`config.mk`:
```
export PLATFORM = sky130hd
export DESIGN_NAME = pair_fetch_seq
export DESIGN_NICKNAME = d
export VERILOG_FILES = /design/src/rtl/pfs_pkg.sv /design/src/rtl/pfs_split.sv /design/src/rtl/pfs_seq.sv /design/src/rtl/pair_fetch_seq.sv
export SDC_FILE = /design/constraint.sdc
export NUM_CORES = 1
export LEC_CHECK = 0
export BUFFER_PORTS_ARGS = -buffer_cell sky130_fd_sc_hd__buf_2
export CAP_MARGIN = 20
export CELL_PAD_IN_SITES_DETAIL_PLACEMENT = 1
export CELL_PAD_IN_SITES_GLOBAL_PLACEMENT = 2
export CORE_ASPECT_RATIO = 0.7
export CORE_MARGIN = 2
export CORE_UTILIZATION = 35
export CTS_BUF_LIST = sky130_fd_sc_hd__clkbuf_8
export CTS_CLUSTER_DIAMETER = 80
export DETAILED_ROUTE_END_ITERATION = 16
export PLACE_DENSITY = 0.83
export SKIP_LAST_GASP = 1
export SLEW_MARGIN = 20
export SYNTH_ARGS = -nofsm -noshare
export SYNTH_HDL_FRONTEND = slang
export SYNTH_SLANG_ARGS = --single-unit
```
`constraint.sdc`:
```
create_clock -name clk -period 2.1 [get_ports clk]
set_clock_uncertainty 0.1 [all_clocks]
set_input_delay 0.315 -clock clk [delete_from_list [all_inputs] [get_ports clk]]
set_output_delay 0.315 -clock clk [all_outputs]
set_load 0.005 [all_outputs]
```
`src/rtl/pfs_pkg.sv`:
```
package pfs_pkg;
    localparam int OP_W    = 8;
    localparam int ADDR_W  = 12;
    localparam int INSTR_W = OP_W + ADDR_W;
    localparam int HALVES  = 2;
    localparam int WORD_W  = HALVES * INSTR_W;

    typedef struct packed {
        logic [OP_W-1:0]   op;
        logic [ADDR_W-1:0] addr;
    } instr_t;

    typedef enum logic [1:0] {
        ST_RUN   = 2'd0,
        ST_READ  = 2'd1,
        ST_CAPT  = 2'd2,
        ST_ISSUE = 2'd3
    } seq_st_e;

    typedef struct packed {
        seq_st_e           st;
        logic [ADDR_W-1:0] pc;
        logic [ADDR_W-1:0] mar;
        logic [WORD_W-1:0] mbr;
        instr_t            ibr;
        logic              ibr_vld;
        logic              resume_right;
        logic [OP_W-1:0]   ir;
        logic [ADDR_W-1:0] opaddr;
        logic              ovld;
        logic              err;
    } seq_t;
endpackage

```
`src/rtl/pfs_split.sv`:
```
module pfs_split
    import pfs_pkg::*;
(
    input  logic [WORD_W-1:0] word,
    output instr_t            left_i,
    output instr_t            right_i
);
    instr_t half [HALVES];

    // half[0] is the low slice (right), half[1] the high slice (left)
    for (genvar h = 0; h < HALVES; h++) begin : g_half
        assign half[h] = word[h*INSTR_W +: INSTR_W];
    end

    assign right_i = half[0];
    assign left_i  = half[HALVES-1];
endmodule

```
`src/rtl/pfs_seq.sv`:
```
module pfs_seq
    import pfs_pkg::*;
#(
    parameter int MEM_WORDS = 1000
) (
    input  logic              clk,
    input  logic              rst_n,
    output logic              mem_rd_en,
    output logic [ADDR_W-1:0] mem_addr,
    input  logic [WORD_W-1:0] mem_rdata,
    output logic [WORD_W-1:0] mbr,
    input  instr_t            left_i,
    input  instr_t            right_i,
    output logic              iss_valid,
    input  logic              iss_ready,
    output logic [OP_W-1:0]   iss_opcode,
    output logic [ADDR_W-1:0] iss_addr,
    input  logic              jmp_req,
    input  logic [ADDR_W-1:0] jmp_target,
    input  logic              jmp_right,
    output logic              fetch_err
);
    localparam logic [ADDR_W-1:0] LIMIT = ADDR_W'(MEM_WORDS);

    seq_t q, d;
    logic slot_free;

    always_comb begin
        d         = q;
        slot_free = !q.ovld || iss_ready;
        if (q.ovld && iss_ready) begin
            d.ovld = 1'b0;
        end
        unique case (q.st)
            ST_RUN: begin
                if (q.ibr_vld) begin
                    if (slot_free) begin
                        d.ir      = q.ibr.op;
                        d.opaddr  = q.ibr.addr;
                        d.ovld    = 1'b1;
                        d.ibr_vld = 1'b0;
                        d.pc      = q.pc + 1'b1;
                    end
                end else if (q.pc >= LIMIT) begin
                    d.err = 1'b1;
                end else begin
                    d.mar = q.pc;
                    d.st  = ST_READ;
                end
            end
            ST_READ: begin
                d.st = ST_CAPT;
            end
            ST_CAPT: begin
                d.mbr = mem_rdata;
                d.st  = ST_ISSUE;
            end
            ST_ISSUE: begin
                if (slot_free) begin
                    d.ovld = 1'b1;
                    d.st   = ST_RUN;
                    if (q.resume_right) begin
                        d.ir           = right_i.op;
                        d.opaddr       = right_i.addr;
                        d.pc           = q.pc + 1'b1;
                        d.resume_right = 1'b0;
                    end else begin
                        d.ir      = left_i.op;
                        d.opaddr  = left_i.addr;
                        d.ibr     = right_i;
                        d.ibr_vld = 1'b1;
                    end
                end
            end
            default: d.st = ST_RUN;
        endcase
        if (jmp_req) begin
            d.pc           = jmp_target;
            d.ibr_vld      = 1'b0;
            d.resume_right = jmp_right;
            d.ovld         = 1'b0;
            d.st           = ST_RUN;
        end
    end

    always_ff @(posedge clk) begin
        if (!rst_n) begin
            q <= '{st: ST_RUN, ibr: '0, default: '0};
        end else begin
            q <= d;
        end
    end

    assign mem_rd_en  = (q.st == ST_READ);
    assign mem_addr   = q.mar;
    assign mbr        = q.mbr;
    assign iss_valid  = q.ovld;
    assign iss_opcode = q.ir;
    assign iss_addr   = q.opaddr;
    assign fetch_err  = q.err;

    // an offered instruction is held until accepted
    a_r6_hold_stable: assert property (@(posedge clk) disable iff (!rst_n)
        (iss_valid && !iss_ready && !jmp_req) |=>
            (iss_valid && $stable(iss_opcode) && $stable(iss_addr)));

    // never read past the end of memory
    a_r9_no_oob_read: assert property (@(posedge clk) disable iff (!rst_n)
        mem_rd_en |-> (mem_addr < LIMIT));

    // error flag is sticky
    a_r9_err_sticky: assert property (@(posedge clk) disable iff (!rst_n)
        fetch_err |=> fetch_err);

    // a jump drops a pending issue
    a_r10_jump_flush: assert property (@(posedge clk) disable iff (!rst_n)
        jmp_req |=> !iss_valid);

    // memory is read only while the instruction buffer is empty
    a_r3_read_only_when_empty: assert property (@(posedge clk) disable iff (!rst_n)
        mem_rd_en |-> !q.ibr_vld);
endmodule

```
`src/rtl/pair_fetch_seq.sv`:
```
module pair_fetch_seq
    import pfs_pkg::*;
#(
    parameter int MEM_WORDS = 1000
) (
    input  logic              clk,
    input  logic              rst_n,
    output logic              mem_rd_en,
    output logic [ADDR_W-1:0] mem_addr,
    input  logic [WORD_W-1:0] mem_rdata,
    output logic              iss_valid,
    input  logic              iss_ready,
    output logic [OP_W-1:0]   iss_opcode,
    output logic [ADDR_W-1:0] iss_addr,
    input  logic              jmp_req,
    input  logic [ADDR_W-1:0] jmp_target,
    input  logic              jmp_right,
    output logic              fetch_err
);
    logic [WORD_W-1:0] mbr;
    instr_t            left_i;
    instr_t            right_i;

    pfs_split u_split (
        .word    (mbr),
        .left_i  (left_i),
        .right_i (right_i)
    );

    pfs_seq #(.MEM_WORDS(MEM_WORDS)) u_seq (
        .clk        (clk),
        .rst_n      (rst_n),
        .mem_rd_en  (mem_rd_en),
        .mem_addr   (mem_addr),
        .mem_rdata  (mem_rdata),
        .mbr        (mbr),
        .left_i     (left_i),
        .right_i    (right_i),
        .iss_valid  (iss_valid),
        .iss_ready  (iss_ready),
        .iss_opcode (iss_opcode),
        .iss_addr   (iss_addr),
        .jmp_req    (jmp_req),
        .jmp_target (jmp_target),
        .jmp_right  (jmp_right),
        .fetch_err  (fetch_err)
    );
endmodule

```
==> results.tsv <==
metric	value	unit
quantity of hold-fixing buffers added after cts	0	
Crit Path Category	reg2reg	
Data arrival, critical path	2.15	ns
pin count of the biggest net entering global routing	81	
post-detailed-routing wire length	14.3	mm
Max-Slew Margin vs Limit	57.3	%
HPWL after detailed placement	10.5	mm
Pins Over Slew Limit	0	
number of nets at the end of the flow	704	
synthesis warning total	0	
met1 Track Usage GR	27.7	%
Remaining Overflow, GRT	0	
Clock Latency Late Sink	0.40	ns
Final GP Congestion	0.759	
post-layout instance count excluding filler cells	839	
count of unresolved DRC violations after routing	0	
GR Util met3	4.34	%
Critical Path Source	u_seq.q[108]	
Crit Reg-Reg Endpoint	u_seq.iss_addr[3]	
antenna violations before repair	0	
WL per Instance	17.0	um
part of the total power dissipated in combinational logic	10.3	%
number of setup buffers added after CTS	0	
number of fillers in the final layout	1746	
unrepaired setup endpoints after global routing	no	
DIE HEIGHT	107	um
Post-synth top flop	dfxtp_1	
layout overhead on the synthesized area	12.1	%
Critical R2R Launch	u_seq.q[108]	
power per cell area	661	nW/um2
Worst Min Path Start	jmp_target[10]	
Placed Instances	823	
total of flip-flops plus latches after synthesis	110	
Core Box Area	14800	um2
met2 track demand over resource	26.4	%
kind of launch point of the worst setup path	register	
part of the total power dissipated in sequential elements	55.5	%
Sum Neg Setup Slack	0	ns
worst min-delay path class	in2reg	
number of global-route vias before repair	4364	
CTS H-Tree Depth	3	
total of buffers placed on input and output ports	91	
ordered list of cells on the worst path	inv_1 -> ha_2 -> nand2_1 -> buf_4 -> nor3b_1 -> o21ai_0 -> a21boi_0	
overall die area	16200	um2
final number of hold-violating endpoints	0	
Inserted Clock Buffers	9	
biggest cell delay along the critical path	0.38	ns
outcome	finished clean	
required time of the critical path	2.27	ns
total of endpoints with negative setup slack in the final report	0	
top fanout value on the critical path	20	
number of distinct standard cells referenced by the synthesized netlist	52	
io pins	92	
endpoint type of the worst setup path	register	
number of design-rule violations left by the first detailed-router iteration	244	
portion of the clock cycle consumed by the worst path in the final layout	94.4	%
Max stage delay cell, worst path	dfxtp_2	
DIE WIDTH	151	um
first-pass GRT wire length	23.1	mm
leading cell types in the layout, fill and taps excluded	dfxtp_1 (108), buf_2 (91), nand2_1 (74)	
count of standard-cell rows	37	
number of antenna-violating nets in the routed design	0	
Internal Dissipation	2.89	mW
number of maximum-capacitance constraint violations	0	
depth of the worst register-to-register path	7	
switching share of total power	26.7	%
overall global routing resource usage	18.6	%
number of synthesized flops with an enable pin	0	
net load switching power	1.05	mW
clock tree from TritonCTS	done	
number of buffers on the longest clock path	2	
share of total power in the clock network	34.2	%
sinks on the clock net	110	
cell area after technology mapping	5330	um2
most frequent standard cell in the layout excluding fill and tap cells	dfxtp_1	
Clock transition at path regs	0.11	ns
mean instance size in the synthesized netlist	8.94	um2
Hold Path Cell Cnt	3	
hold-critical path endpoint	u_seq.q[106]	
proportion of synthesized flip-flops having asynchronous set or reset	0	%
synthesized netlist net count	661	
number of cells produced by synthesis	596	
transition time of the tightest slew-check pin	0.639	ns
VDD IR max	0.262	mV
initial cell density of the core	36.1	%
static leakage power	2.04	nW
total number of vias	4262	
maximum frequency from static timing analysis	505	MHz
Seq/Total Area, Yosys	41.3	%
via density per instance	5.08	
Most Crowded Layer GR	met1	
fraction of final layout cells sized beyond drive strength 1	21.7	%
final critical delay including setup and external delays	1.98	ns
n_diodes	0	
Root Driver	clkbuf_8	
Pre-antenna DRT Iters	4	
flop-to-flop setup slack	0.12	ns
## per-layer routing
layer,wire (um),up-vias,part of all wire (%)
met2,5800,76,41
met4,181,0,1.3
met3,598,13,4.2
met5,0,-,0
met1,7680,2067,54
li1,-,2106,-
## cell usage after synthesis, types with 5 or more instances
library cell | count | share of area, %
nand2_1 | 74 | 5.2
ha_1 | 8 | 1.9
o21ai_0 | 46 | 4.3
inv_1 | 9 | 0.63
nand4_1 | 5 | 0.59
nor2b_1 | 43 | 5.0
a21oi_1 | 8 | 0.75
a21boi_0 | 32 | 4.5
buf_4 | 32 | 4.5
nand3_1 | 17 | 1.6
clkbuf_1 | 28 | 2.0
dfxtp_1 | 110 | 41
mux2i_1 | 62 | 12
nor3b_1 | 22 | 3.1
nor3_1 | 25 | 2.3
a21boi_1 | 8 | 1.1
buf_2 | 13 | 1.2
## state kept, by name, indices dropped and copies added (netlist names)
register,flops
u_seq.mem_addr,12
u_seq.iss_valid,1
u_seq.fetch_err,1
u_seq.q,36
u_seq.iss_addr,12
u_seq.iss_opcode,8
u_seq.mbr,40
## stage by stage
step | instance area [um2] | utilization [%] | total power [mW] | worst slack (ns) | hold WS [ns]
floorplan | 5330 | - | 2.50 | 0.290 | 0.330
global placement | 5750 | 38.9 | 2.63 | 0.108 | 0.341
detailed placement | 5750 | 38.9 | 2.65 | -0.0298 | 0.346
CTS | 5960 | 40.4 | 4.01 | 0.00792 | 0.0445
global route | 5970 | 40.4 | 4.13 | 0.0259 | 0.0632
finish | 5970 | 40.4 | 3.95 | 0.118 | 0.0667
## critical path: cells and delay by family (launching register included)
family | cells | cell delay (ns)
AOI/OAI and AO/OA | 2 | 0.52
adders and majority gates | 1 | 0.25
buffers and inverters | 2 | 0.38
DFF | 1 | 0.38
and+or+nand+nor | 2 | 0.22
## cell families after synthesis
| group | Yosys count | synth area share, % |
|---|---|---|
| buffers and inverters | 85 | 9.04 |
| DFF | 110 | 41.3 |
| and+or+nand+nor | 214 | 21.7 |
| AOI/OAI and AO/OA | 112 | 13.4 |
| xor gates and xnor gates | 4 | 0.658 |
| adders and majority gates | 8 | 1.88 |
| muxes | 63 | 11.9 |
## worst max path at each step
stage | to | slack (ns) | cells after the start
after floorplan | u_seq.q[103] | 0.29 | 6
after global placement | u_seq.iss_addr[3] | 0.11 | 7
after detailed placement | u_seq.iss_opcode[6] | -0.03 | 7
after CTS | u_seq.iss_opcode[6] | 0.008 | 7
after global routing | u_seq.iss_addr[3] | 0.03 | 7
final | u_seq.iss_addr[3] | 0.12 | 7
## cell type report
| type | count | area (um2) | area share (%) |
|---|---|---|---|
| multi-input combinational | 401 | 2670 | 44.7 |
| sequential | 110 | 2200 | 36.9 |
| timing repair buffer | 108 | 612 | 10.2 |
| tap | 195 | 244 | 4.09 |
| clock buffer | 9 | 124 | 2.07 |
| clock inverter | 7 | 82.6 | 1.38 |
| inverter | 9 | 33.8 | 0.566 |
## power groups by stage
stage	registers, mW	logic [mW]	clock network [mW]
finish	2.19	0.406	1.35
global route	2.20	0.449	1.48
CTS	2.19	0.411	1.41
detailed placement	2.24	0.409	0
global placement	2.24	0.391	0
floorplan	2.22	0.283	0
## what timing repair did
item | in CTS | in global routing
endpoints found under the setup margin | 7 | 30
resized for setup | 2 | 6
pin swaps | 0 | 0
Power figures use the tool's default switching activity.
